<file path="config.mk">
export PLATFORM = sky130hd
export DESIGN_NAME = rx_ring_mgr
export DESIGN_NICKNAME = d
export VERILOG_FILES = /design/src/rtl/rrm_pkg.sv /design/src/rtl/rrm_regs.sv /design/src/rtl/rrm_link.sv /design/src/rtl/rrm_dma_ptr.sv /design/src/rtl/rx_ring_mgr.sv
export SDC_FILE = /design/constraint.sdc
export NUM_CORES = 1
export LEC_CHECK = 0
export BUFFER_PORTS_ARGS = -buffer_cell sky130_fd_sc_hd__buf_2
export CAP_MARGIN = 40
export CELL_PAD_IN_SITES_DETAIL_PLACEMENT = 1
export CELL_PAD_IN_SITES_GLOBAL_PLACEMENT = 1
export CORE_MARGIN = 2
export CORE_UTILIZATION = 34
export CTS_CLUSTER_SIZE = 12
export DETAILED_ROUTE_END_ITERATION = 6
export GPL_TIMING_DRIVEN = 1
export PLACE_DENSITY = 0.72
export SYNTH_ARGS = -nofsm -noshare
export SYNTH_HDL_FRONTEND = slang
export SYNTH_SLANG_ARGS = --single-unit
</file>
<file path="constraint.sdc">
create_clock -name clk -period 3.9 [get_ports clk]
set_input_delay 0.195 -clock clk [delete_from_list [all_inputs] [get_ports clk]]
set_output_delay 0.195 -clock clk [all_outputs]
set_load 0.03 [all_outputs]
</file>
<file path="src/rtl/rrm_pkg.sv">
package rrm_pkg;
  typedef enum logic [1:0] {
    SEL_FIRST = 2'd0,
    SEL_END   = 2'd1,
    SEL_BND   = 2'd2,
    SEL_NONE  = 2'd3
  } cfg_sel_e;
endpackage

</file>
<file path="src/rtl/rrm_regs.sv">
module rrm_regs
  import rrm_pkg::*;
#(
  parameter int unsigned PAGE_W = 8,
  parameter logic [PAGE_W-1:0] RST_FIRST = 8'h40,
  parameter logic [PAGE_W-1:0] RST_END   = 8'h60,
  parameter logic [PAGE_W-1:0] RST_BND   = 8'h40
) (
  input  logic              clk,
  input  logic              rst_n,
  input  logic              cfg_we,
  input  logic [1:0]        cfg_sel,
  input  logic [PAGE_W-1:0] cfg_wdata,
  output logic [PAGE_W-1:0] first_pg,
  output logic [PAGE_W-1:0] end_pg,
  output logic [PAGE_W-1:0] bnd_pg,
  output logic              first_ld
);
  logic first_en, end_en, bnd_en;

  always_comb begin
    first_en = cfg_we && (cfg_sel_e'(cfg_sel) == SEL_FIRST);
    end_en   = cfg_we && (cfg_sel_e'(cfg_sel) == SEL_END);
    bnd_en   = cfg_we && (cfg_sel_e'(cfg_sel) == SEL_BND);
    first_ld = first_en;
  end

  always_ff @(posedge clk or negedge rst_n) begin
    if (!rst_n) begin
      first_pg <= RST_FIRST;
      end_pg   <= RST_END;
      bnd_pg   <= RST_BND;
    end else begin
      if (first_en) first_pg <= cfg_wdata;
      if (end_en)   end_pg   <= cfg_wdata;
      if (bnd_en)   bnd_pg   <= cfg_wdata;
    end
  end
endmodule

</file>
<file path="src/rtl/rrm_link.sv">
module rrm_link #(
  parameter int unsigned PAGE_W = 8
) (
  input  logic [PAGE_W-1:0] page,
  input  logic [PAGE_W-1:0] first_pg,
  input  logic [PAGE_W-1:0] end_pg,
  input  logic [PAGE_W-1:0] bnd_pg,
  output logic [PAGE_W-1:0] nxt_pg,
  output logic              bnd_hit
);
  localparam logic [PAGE_W-1:0] PG_ONE = PAGE_W'(1);
  logic [PAGE_W-1:0] inc_pg;

  always_comb begin
    inc_pg  = page + PG_ONE;
    nxt_pg  = (inc_pg == end_pg) ? first_pg : inc_pg;
    bnd_hit = (nxt_pg == bnd_pg);
  end
endmodule

</file>
<file path="src/rtl/rrm_dma_ptr.sv">
module rrm_dma_ptr #(
  parameter int unsigned PAGE_W = 8,
  parameter int unsigned OFF_W  = 8,
  parameter logic [PAGE_W-1:0] RST_FIRST = 8'h40
) (
  input  logic              clk,
  input  logic              rst_n,
  input  logic              pkt_start,
  input  logic              byte_stb,
  input  logic              pkt_end_ok,
  input  logic              pkt_end_bad,
  input  logic              cfg_we,
  input  logic              first_ld,
  input  logic [PAGE_W-1:0] first_val,
  input  logic [PAGE_W-1:0] nxt_pg,
  input  logic              bnd_hit,
  output logic [PAGE_W-1:0] page,
  output logic [OFF_W-1:0]  off,
  output logic              active,
  output logic              abort,
  output logic [PAGE_W-1:0] cur,
  output logic              wr_en
);
  localparam logic [OFF_W-1:0] OFF_ONE = OFF_W'(1);
  localparam logic [OFF_W-1:0] OFF_MAX = {OFF_W{1'b1}};

  logic [PAGE_W-1:0] page_n, cur_n;
  logic [OFF_W-1:0]  off_n;
  logic              active_n, abort_n, end_any;

  always_comb begin
    end_any  = active && (pkt_end_ok || pkt_end_bad);
    wr_en    = active && byte_stb && !abort && !(pkt_end_ok || pkt_end_bad);
    page_n   = page;
    off_n    = off;
    active_n = active;
    abort_n  = abort;
    cur_n    = cur;
    if (cfg_we) abort_n = 1'b0;
    if (end_any) begin
      active_n = 1'b0;
      if (pkt_end_ok && !abort) begin
        cur_n = (off == '0) ? page : nxt_pg;
      end else begin
        page_n = cur;
        off_n  = '0;
      end
    end else if (pkt_start && !active) begin
      page_n   = cur;
      off_n    = '0;
      active_n = 1'b1;
    end else if (wr_en) begin
      if (off == OFF_MAX) begin
        if (bnd_hit) begin
          abort_n = 1'b1;
        end else begin
          page_n = nxt_pg;
          off_n  = '0;
        end
      end else begin
        off_n = off + OFF_ONE;
      end
    end
    if (first_ld) begin
      cur_n = first_val;
      if (!active_n) begin
        page_n = first_val;
        off_n  = '0;
      end
    end
  end

  always_ff @(posedge clk or negedge rst_n) begin
    if (!rst_n) begin
      page   <= RST_FIRST;
      off    <= '0;
      active <= 1'b0;
      abort  <= 1'b0;
      cur    <= RST_FIRST;
    end else begin
      page   <= page_n;
      off    <= off_n;
      active <= active_n;
      abort  <= abort_n;
      cur    <= cur_n;
    end
  end

  // offset steps by one within a page
  a_r4_offset_step: assert property (@(posedge clk) disable iff (!rst_n)
    (wr_en && off != OFF_MAX && !first_ld) |=> (off == $past(off) + OFF_ONE) && (page == $past(page)));

  // filling a page whose successor is the boundary raises abort and freezes the pointer
  a_r6_bnd_abort: assert property (@(posedge clk) disable iff (!rst_n)
    (wr_en && off == OFF_MAX && bnd_hit && !first_ld) |=> abort && $stable(page) && $stable(off));

  // abort holds until a register write
  a_r7_sticky: assert property (@(posedge clk) disable iff (!rst_n)
    (abort && !cfg_we) |=> abort);

  a_r7_clear: assert property (@(posedge clk) disable iff (!rst_n)
    (cfg_we && !(wr_en && off == OFF_MAX && bnd_hit)) |=> !abort);

  // bad end restores the packet-start page
  a_r9_rollback: assert property (@(posedge clk) disable iff (!rst_n)
    (active && pkt_end_bad && !first_ld) |=> (page == $past(cur)) && (off == '0) && !active);

  // nothing written while idle
  a_r10_idle_quiet: assert property (@(posedge clk) disable iff (!rst_n)
    !active |-> !wr_en);
endmodule

</file>
<file path="src/rtl/rx_ring_mgr.sv">
module rx_ring_mgr #(
  parameter int unsigned PAGE_W = 8,
  parameter int unsigned OFF_W  = 8,
  parameter logic [PAGE_W-1:0] RST_FIRST = 8'h40,
  parameter logic [PAGE_W-1:0] RST_END   = 8'h60,
  parameter logic [PAGE_W-1:0] RST_BND   = 8'h40
) (
  input  logic                     clk,
  input  logic                     rst_n,
  input  logic                     cfg_we,
  input  logic [1:0]               cfg_sel,
  input  logic [PAGE_W-1:0]        cfg_wdata,
  input  logic                     pkt_start,
  input  logic                     byte_stb,
  input  logic                     pkt_end_ok,
  input  logic                     pkt_end_bad,
  output logic                     wr_en,
  output logic [PAGE_W+OFF_W-1:0]  dma_addr,
  output logic                     abort,
  output logic                     busy,
  output logic [PAGE_W-1:0]        cur_page
);
  localparam logic [PAGE_W-1:0] PG_ONE  = PAGE_W'(1);
  localparam logic [OFF_W-1:0]  OFF_MAX = {OFF_W{1'b1}};

  logic [PAGE_W-1:0] first_pg, end_pg, bnd_pg, nxt_pg, page;
  logic [OFF_W-1:0]  off;
  logic              first_ld, bnd_hit;

  rrm_regs #(
    .PAGE_W(PAGE_W), .RST_FIRST(RST_FIRST), .RST_END(RST_END), .RST_BND(RST_BND)
  ) u_regs (
    .clk(clk), .rst_n(rst_n), .cfg_we(cfg_we), .cfg_sel(cfg_sel),
    .cfg_wdata(cfg_wdata), .first_pg(first_pg), .end_pg(end_pg),
    .bnd_pg(bnd_pg), .first_ld(first_ld)
  );

  rrm_link #(.PAGE_W(PAGE_W)) u_link (
    .page(page), .first_pg(first_pg), .end_pg(end_pg), .bnd_pg(bnd_pg),
    .nxt_pg(nxt_pg), .bnd_hit(bnd_hit)
  );

  rrm_dma_ptr #(.PAGE_W(PAGE_W), .OFF_W(OFF_W), .RST_FIRST(RST_FIRST)) u_ptr (
    .clk(clk), .rst_n(rst_n), .pkt_start(pkt_start), .byte_stb(byte_stb),
    .pkt_end_ok(pkt_end_ok), .pkt_end_bad(pkt_end_bad), .cfg_we(cfg_we),
    .first_ld(first_ld), .first_val(cfg_wdata), .nxt_pg(nxt_pg),
    .bnd_hit(bnd_hit), .page(page), .off(off), .active(busy),
    .abort(abort), .cur(cur_page), .wr_en(wr_en)
  );

  assign dma_addr = {page, off};

  // page link with wrap from the end page to the first page
  a_r5_link_wrap: assert property (@(posedge clk) disable iff (!rst_n)
    (wr_en && off == OFF_MAX && nxt_pg != bnd_pg && !cfg_we) |=>
      (page == (($past(page) + PG_ONE == $past(end_pg)) ? $past(first_pg) : $past(page) + PG_ONE))
      && (off == '0));

  // a packet starts at the packet-start page
  a_r3_start_page: assert property (@(posedge clk) disable iff (!rst_n)
    (pkt_start && !busy && !cfg_we) |=> busy && (page == $past(cur_page)) && (off == '0));
endmodule

</file>
* Word-level counts from Yosys, hierarchy flattened
Cells that the tools add are included.
** Storage, ports and cells
- Output and inout port bits :: 27
- Bits of input ports :: 17
- Logic and storage cells :: 62
- Latch bits :: 0
- Register bits :: 50
- RAM bits :: 0
- Bits in read-only memories :: 0
- Memories kept :: 0
** Operators by class
- Mux-type cells :: 29
- Bitwise gates (word level) :: 0
- Shift-type cells :: 0
- $add $sub $neg :: 2
- Equality and inequality tests :: 5
- Divide/modulo/power cells :: 0
- Reduce and logical (&&, ||, !) cells :: 18
- Order comparisons :: 0
- Multiply operators :: 0
** Operator list (count)
- $mux W8 :: 21
- $add A8 B1 Y8 const B :: 2
- $eq A8 B8 Y1 :: 2
- $logic_and A1 B1 Y1 :: 9
- $eq A8 B8 Y1 const B :: 1
- $logic_not A8 Y1 :: 1
- $mux W1 :: 8
- $reduce_bool A2 Y1 :: 2
- $logic_not A1 Y1 :: 3
- $eq A2 B1 Y1 const B :: 1
- $eq A2 B2 Y1 const B :: 1
- $logic_not A2 Y1 :: 1
- $reduce_and A2 Y1 :: 1
- $logic_or A1 B1 Y1 :: 1

* Logic depth before layout (Yosys ltp)
- Depth after elaboration :: 11
- Mapped depth :: 13
- Depth with buffers taken out :: 10

* Hierarchy
Synthesis repeated with hierarchy kept, for this count alone.
** Unflattened totals
- Cells, all modules :: 329
- Area, all modules :: 3293.2 µm²
** By module, submodules not included
- rrm_dma_ptr :: instances 1, cells each 214, area an instance 1840.5 µm², seq. area each 653.1 µm²
- rrm_regs :: instances 1, cells each 52, area an instance 922.1 µm², seq. area each 605.6 µm²
- rrm_link :: instances 1, cells each 63, area an instance 530.5 µm², seq. area each 0.0 µm²

* Least setup slack after synthesis
OpenSTA, ideal clock, no wires.
- Kind :: register to register
- Start :: reg u_ptr.page[0]
- End :: reg u_ptr.page[2]
- Library setup time :: 0.124 ns
- Clock period less this slack :: 3.350 ns
- Cell stages (with the launch flop) :: 14
- Setup slack :: 0.550 ns
- Data required time :: 3.776 ns
- Path buffers :: 3
- Arrival :: 3.227 ns
- Cell sequence :: dfrtp_1 > ha_1 > buf_4 > nand3_1 > xnor2_1 > o22ai_1 > or3_1 > buf_2 > o31a_1 > a221o_2 > o2111ai_4 > buf_6 > a31oi_1 > a211o_1
** On the way
- Word-level cells in the longest chain between the ends :: 11
** RTL lines
- from (decl) :: RTL line rrm_dma_ptr.sv:17 : output logic [PAGE_W-1:0] page,
- from (signal assigned) :: RTL line rrm_dma_ptr.sv:81 : page <= page_n;
- $add A8 B1 Y8 (*) :: RTL line rrm_link.sv:15 : inc_pg = page + PG_ONE;
- $eq A8 B8 Y1 :: RTL line rrm_link.sv:16 : nxt_pg = (inc_pg == end_pg) ? first_pg : inc_pg;
- $mux W8 (*) :: RTL line rrm_link.sv:16
- $eq A8 B8 Y1 :: RTL line rrm_link.sv:17 : bnd_hit = (nxt_pg == bnd_pg);
- $mux W8 (*) :: RTL line rrm_dma_ptr.sv:54 : if (bnd_hit) begin
- $mux W8 (*) :: RTL line rrm_dma_ptr.sv:53 : if (off == OFF_MAX) begin
- $mux W8 (*) :: RTL line rrm_dma_ptr.sv:52 : end else if (wr_en) begin
- $mux W8 (*) :: RTL line rrm_dma_ptr.sv:48 : end else if (pkt_start && !active) begin
- $mux W8 (*) :: RTL line rrm_dma_ptr.sv:40 : if (end_any) begin
- $mux W8 :: RTL line rrm_dma_ptr.sv:66 : if (!active_n) begin
- $mux W8 (*) :: RTL line rrm_dma_ptr.sv:64 : if (first_ld) begin
- net u_ptr.page_n[2] :: RTL line rrm_dma_ptr.sv:27 : logic [PAGE_W-1:0] page_n, cur_n;
Mark *: on every way through the listed nets, which the timed path passes. The rest lies on a longest branch.
A chain may end at the register's enable or synchronous reset.

* Worst setup path after layout
- Start :: reg u_ptr.page[2]
- End :: reg u_ptr.off[2]
** On the way
- Word-level cells in the longest chain between the ends :: 11
** RTL lines
- $add A8 B1 Y8 (*) :: RTL line rrm_link.sv:15
- $eq A8 B8 Y1 :: RTL line rrm_link.sv:16
- $mux W8 (*) :: RTL line rrm_link.sv:16
- $eq A8 B8 Y1 (*) :: RTL line rrm_link.sv:17
- $mux W8 (*) :: RTL line rrm_dma_ptr.sv:54
- $mux W8 (*) :: RTL line rrm_dma_ptr.sv:53
- $mux W8 (*) :: RTL line rrm_dma_ptr.sv:52
- $mux W8 (*) :: RTL line rrm_dma_ptr.sv:48
- $mux W8 (*) :: RTL line rrm_dma_ptr.sv:40
- $mux W8 :: RTL line rrm_dma_ptr.sv:66
- $mux W8 (*) :: RTL line rrm_dma_ptr.sv:64
- net u_ptr.off_n[2] :: RTL line rrm_dma_ptr.sv:28 : logic [OFF_W-1:0] off_n;
- to (signal assigned) :: RTL line rrm_dma_ptr.sv:82 : off <= off_n;
- to (decl) :: RTL line rrm_dma_ptr.sv:18 : output logic [OFF_W-1:0] off,
Marked as above.

==> results.toml <==
[route]
first_pass_iters = 4
drc = 0
vias_per_cell = 5.72
num_vias = 3313
ant_nets = 0
drtIter0Drc = 168
wire_per_inst_um = 21.0
routed_wl_um = 12200

[power]
max-vdd-ir-drop_v = 0.000235
power.total_mw = 2.08
pwr_density_cell_mw_per_mm2 = 526
leakage_nw = 1.69

[yosys]
synth_enable_flop_cells = 0
ys_top_cells_by_area = "dfrtp_1 32%, nand2_1 6.5%, mux2_2 5.5%"
syn_avg_cell_area_um2 = 8.66
synth-seq-area-share = 0.363
synth_area_mm2 = 0.00347
synth_top_area_frac = 0.317
yosys.area.top_type = "dfrtp_1"
syn_inst = 401
yosysUniqueCellTypes = 66
synth_top_cells_by_count = "60 x nand2_1, 44 x dfrtp_1, 28 x nor2_1"
yosysMostFrequentCell = "nand2_1"
syn_nets = 421
synthArstFlopShare = 1.00
synth_top_flop_cell = "dfrtp_1"
ys_warn_count = 0
ys_ff_latch = 50

[sta]
max_freq_mhz = 278
rsz0062_at_grt = "no"
period_needed_ns = 3.60
slew_violations = 0
setup-violations-final = 0
hold_viol_final = 0
post-route-period-util = 0.924
relSlewSlack = 0.453
fin_worst_skew_ns = 0.0114
setup_tns_ns = 0
worst_pin_slew_ns = 0.819

[critical_path]
crit_chain = "nand3_1, a21oi_1, o22ai_1, nor3_2, a21oi_1, nor4_1, o2111ai_4, a221o_1, a311oi_1"
r2r_cells = 9
crit_slowest_cell = "dfrtp_1"
crit_path_frequent_cell = "a21oi_1"
path_depth = 9
cp_max_fo = 18
crit_required_ns = 4.14
rr_startpoint = "u_ptr.page[2]"
worstSetupPathType = "flop to flop"
r2r_slack_ns = 0.30
critPathTopFamily = "compound AO/OA/AOI/OAI gates"
r2r_end = "u_ptr.off[2]"
critPathBufInv = 0
arrival_ns = 3.84
start_kind = "flop"
max_stage_delay_ns = 0.64
crit_path_end_kind = "flop"

[run]
maxCapViolations = 0

[worst_hold_path]
worstHoldPathCells = 2
min_to = "u_ptr.abort"
min_from = "cfg_we"
min_path_type = "primary input to flop"

[global_routing]
grt.total_usage = 0.228
antenna_found_initial = 0
grt_pass1_wl_um = 19500
grt_overflow = 0
grt_pass1_vias = 3363
grt_max_degree = 51

[placed_design]
dpl.cell_count = 570
gp_congestion = 0.886
dp_hpwl_um = 9010
io_buffer_count = 43

[final_layout]
diodes = 0
layout.nets = 465
area_growth_pct = 13.8
finalNonFillerCells = 579
drive_above_1_share = 0.215

[floorplan]
rows = 36
ios = 44
start_util = 0.353
die_h_um = 105
core_area_mm2 = 0.00982
die_w_um = 105
die_area_mm2 = 0.0110

[clock_tree]
cts.hold.buffers_added = 1
cts_resized = 0
numCtsBuffers = 5
cts_max_path_buffers = 2
cts_root_buffer = "clkbuf_8"
cts_max_level = 2
cts_sinks = 50
cts_tree = "built"
clk_pin_slew_ns = 0.11
worst_skew_pair.late_latency_ns = 0.33
postCtsSetupRepairBufs = 0

[outcome]
status = "complete, no violations"
## sequential cells by signal (all words and copies together) (netlist names)
name and count:
u_regs.end_pg 8, u_ptr.off 8, u_ptr.cur 8, u_ptr.active 1, u_regs.first_pg 8, u_regs.bnd_pg 8
u_ptr.page 8, u_ptr.abort 1
## metal layers
layer / GRT usage / vias up / wire (um)
li1: - / 1574 / -
met1: 0.332 / 1654 / 5740
met2: 0.359 / 76 / 5640
met3: 0.0318 / 9 / 676
met4: 0.0457 / 0 / 115
met5: 0 / - / 0
## power breakdown
part / switching, mW / internal (mW) / total, mW
registers: 0.150 / 0.626 / 0.776
logic: 0.605 / 0.348 / 0.953
clock network: 0.212 / 0.134 / 0.346
total: 0.968 / 1.11 / 2.08
## worst max path at each step
stage | slack [ns] | start | to
after floorplan | 0.55 | u_ptr.page[0] | u_ptr.page[2]
after CTS | 0.34 | u_ptr.page[2] | u_ptr.off[2]
after detailed placement | 0.36 | u_ptr.page[2] | u_ptr.off[2]
after global placement | 0.43 | u_ptr.page[4] | u_ptr.off[2]
final | 0.30 | u_ptr.page[2] | u_ptr.off[2]
after global routing | 0.05 | u_ptr.page[2] | u_ptr.off[2]
## cells in the final DEF (no fill, tap or decap), types with 3 or more instances in the layout
cell and instances:
xnor2_1 14, a21oi_1 15, dfrtp_1 44, nor2b_1 8
and3_1 6, inv_1 13, or3_1 3, o22ai_1 4
ha_1 3, nand3_1 20, and2_1 3, nand2b_1 7
a211oi_1 3, nor3_1 4, nand4_1 6, o21a_1 3
buf_2 43, nor4_1 3, a31o_2 3, o221ai_1 3
a211o_1 3, a221o_1 4, buf_4 10, nand2_1 60
a31oi_1 7, o21ai_0 25, mux2_2 17, o211ai_1 5
o31ai_1 6, nor2_1 28, mux2i_1 7, xor2_1 7
a41oi_1 4, dfstp_2 6, clkbuf_8 5, and4_1 3
## worst reg2reg max path, cell delays in order (launching register included)
cell and delay [ns]:
dfrtp_1 0.64, nand3_1 0.34, a21oi_1 0.26, o22ai_1 0.12, nor3_2 0.45, a21oi_1 0.18
nor4_1 0.47, o2111ai_4 0.36, a221o_1 0.41, a311oi_1 0.27
## logic make-up (layout without fill, tap and decap cells)
kind of cell | Yosys count | after routing | synth area share
compound gates | 110 | 110 | 0.225
xor+xnor | 21 | 21 | 0.0530
fa+ha+maj | 3 | 3 | 0.0108
buf+inv | 30 | 75 | 0.0404
flops | 50 | 50 | 0.363
mux | 24 | 24 | 0.0753
simple gates | 163 | 163 | 0.233
## through the flow
stage               area, um2  hold WS, ns  setup WS, ns   util
floorplan                3470       -0.101         0.550      -
global placement         3840        0.347         0.430  0.391
detailed placement       3840        0.359         0.364  0.391
CTS                      3950        0.101         0.337  0.402
global route             3950        0.104        0.0495  0.402
finish                   3950        0.108         0.297  0.402
## cell type report
class,count,area [um2]
Sequential cell,50,1260
Clock inverter,3,28.8
Clock buffer,5,68.8
Multi-Input combinational cell,321,2080
Tap cell,133,166
Inverter,13,48.8
Timing Repair Buffer,54,300
Fill cell,1247,5870
Power figures use the tool's default switching activity.
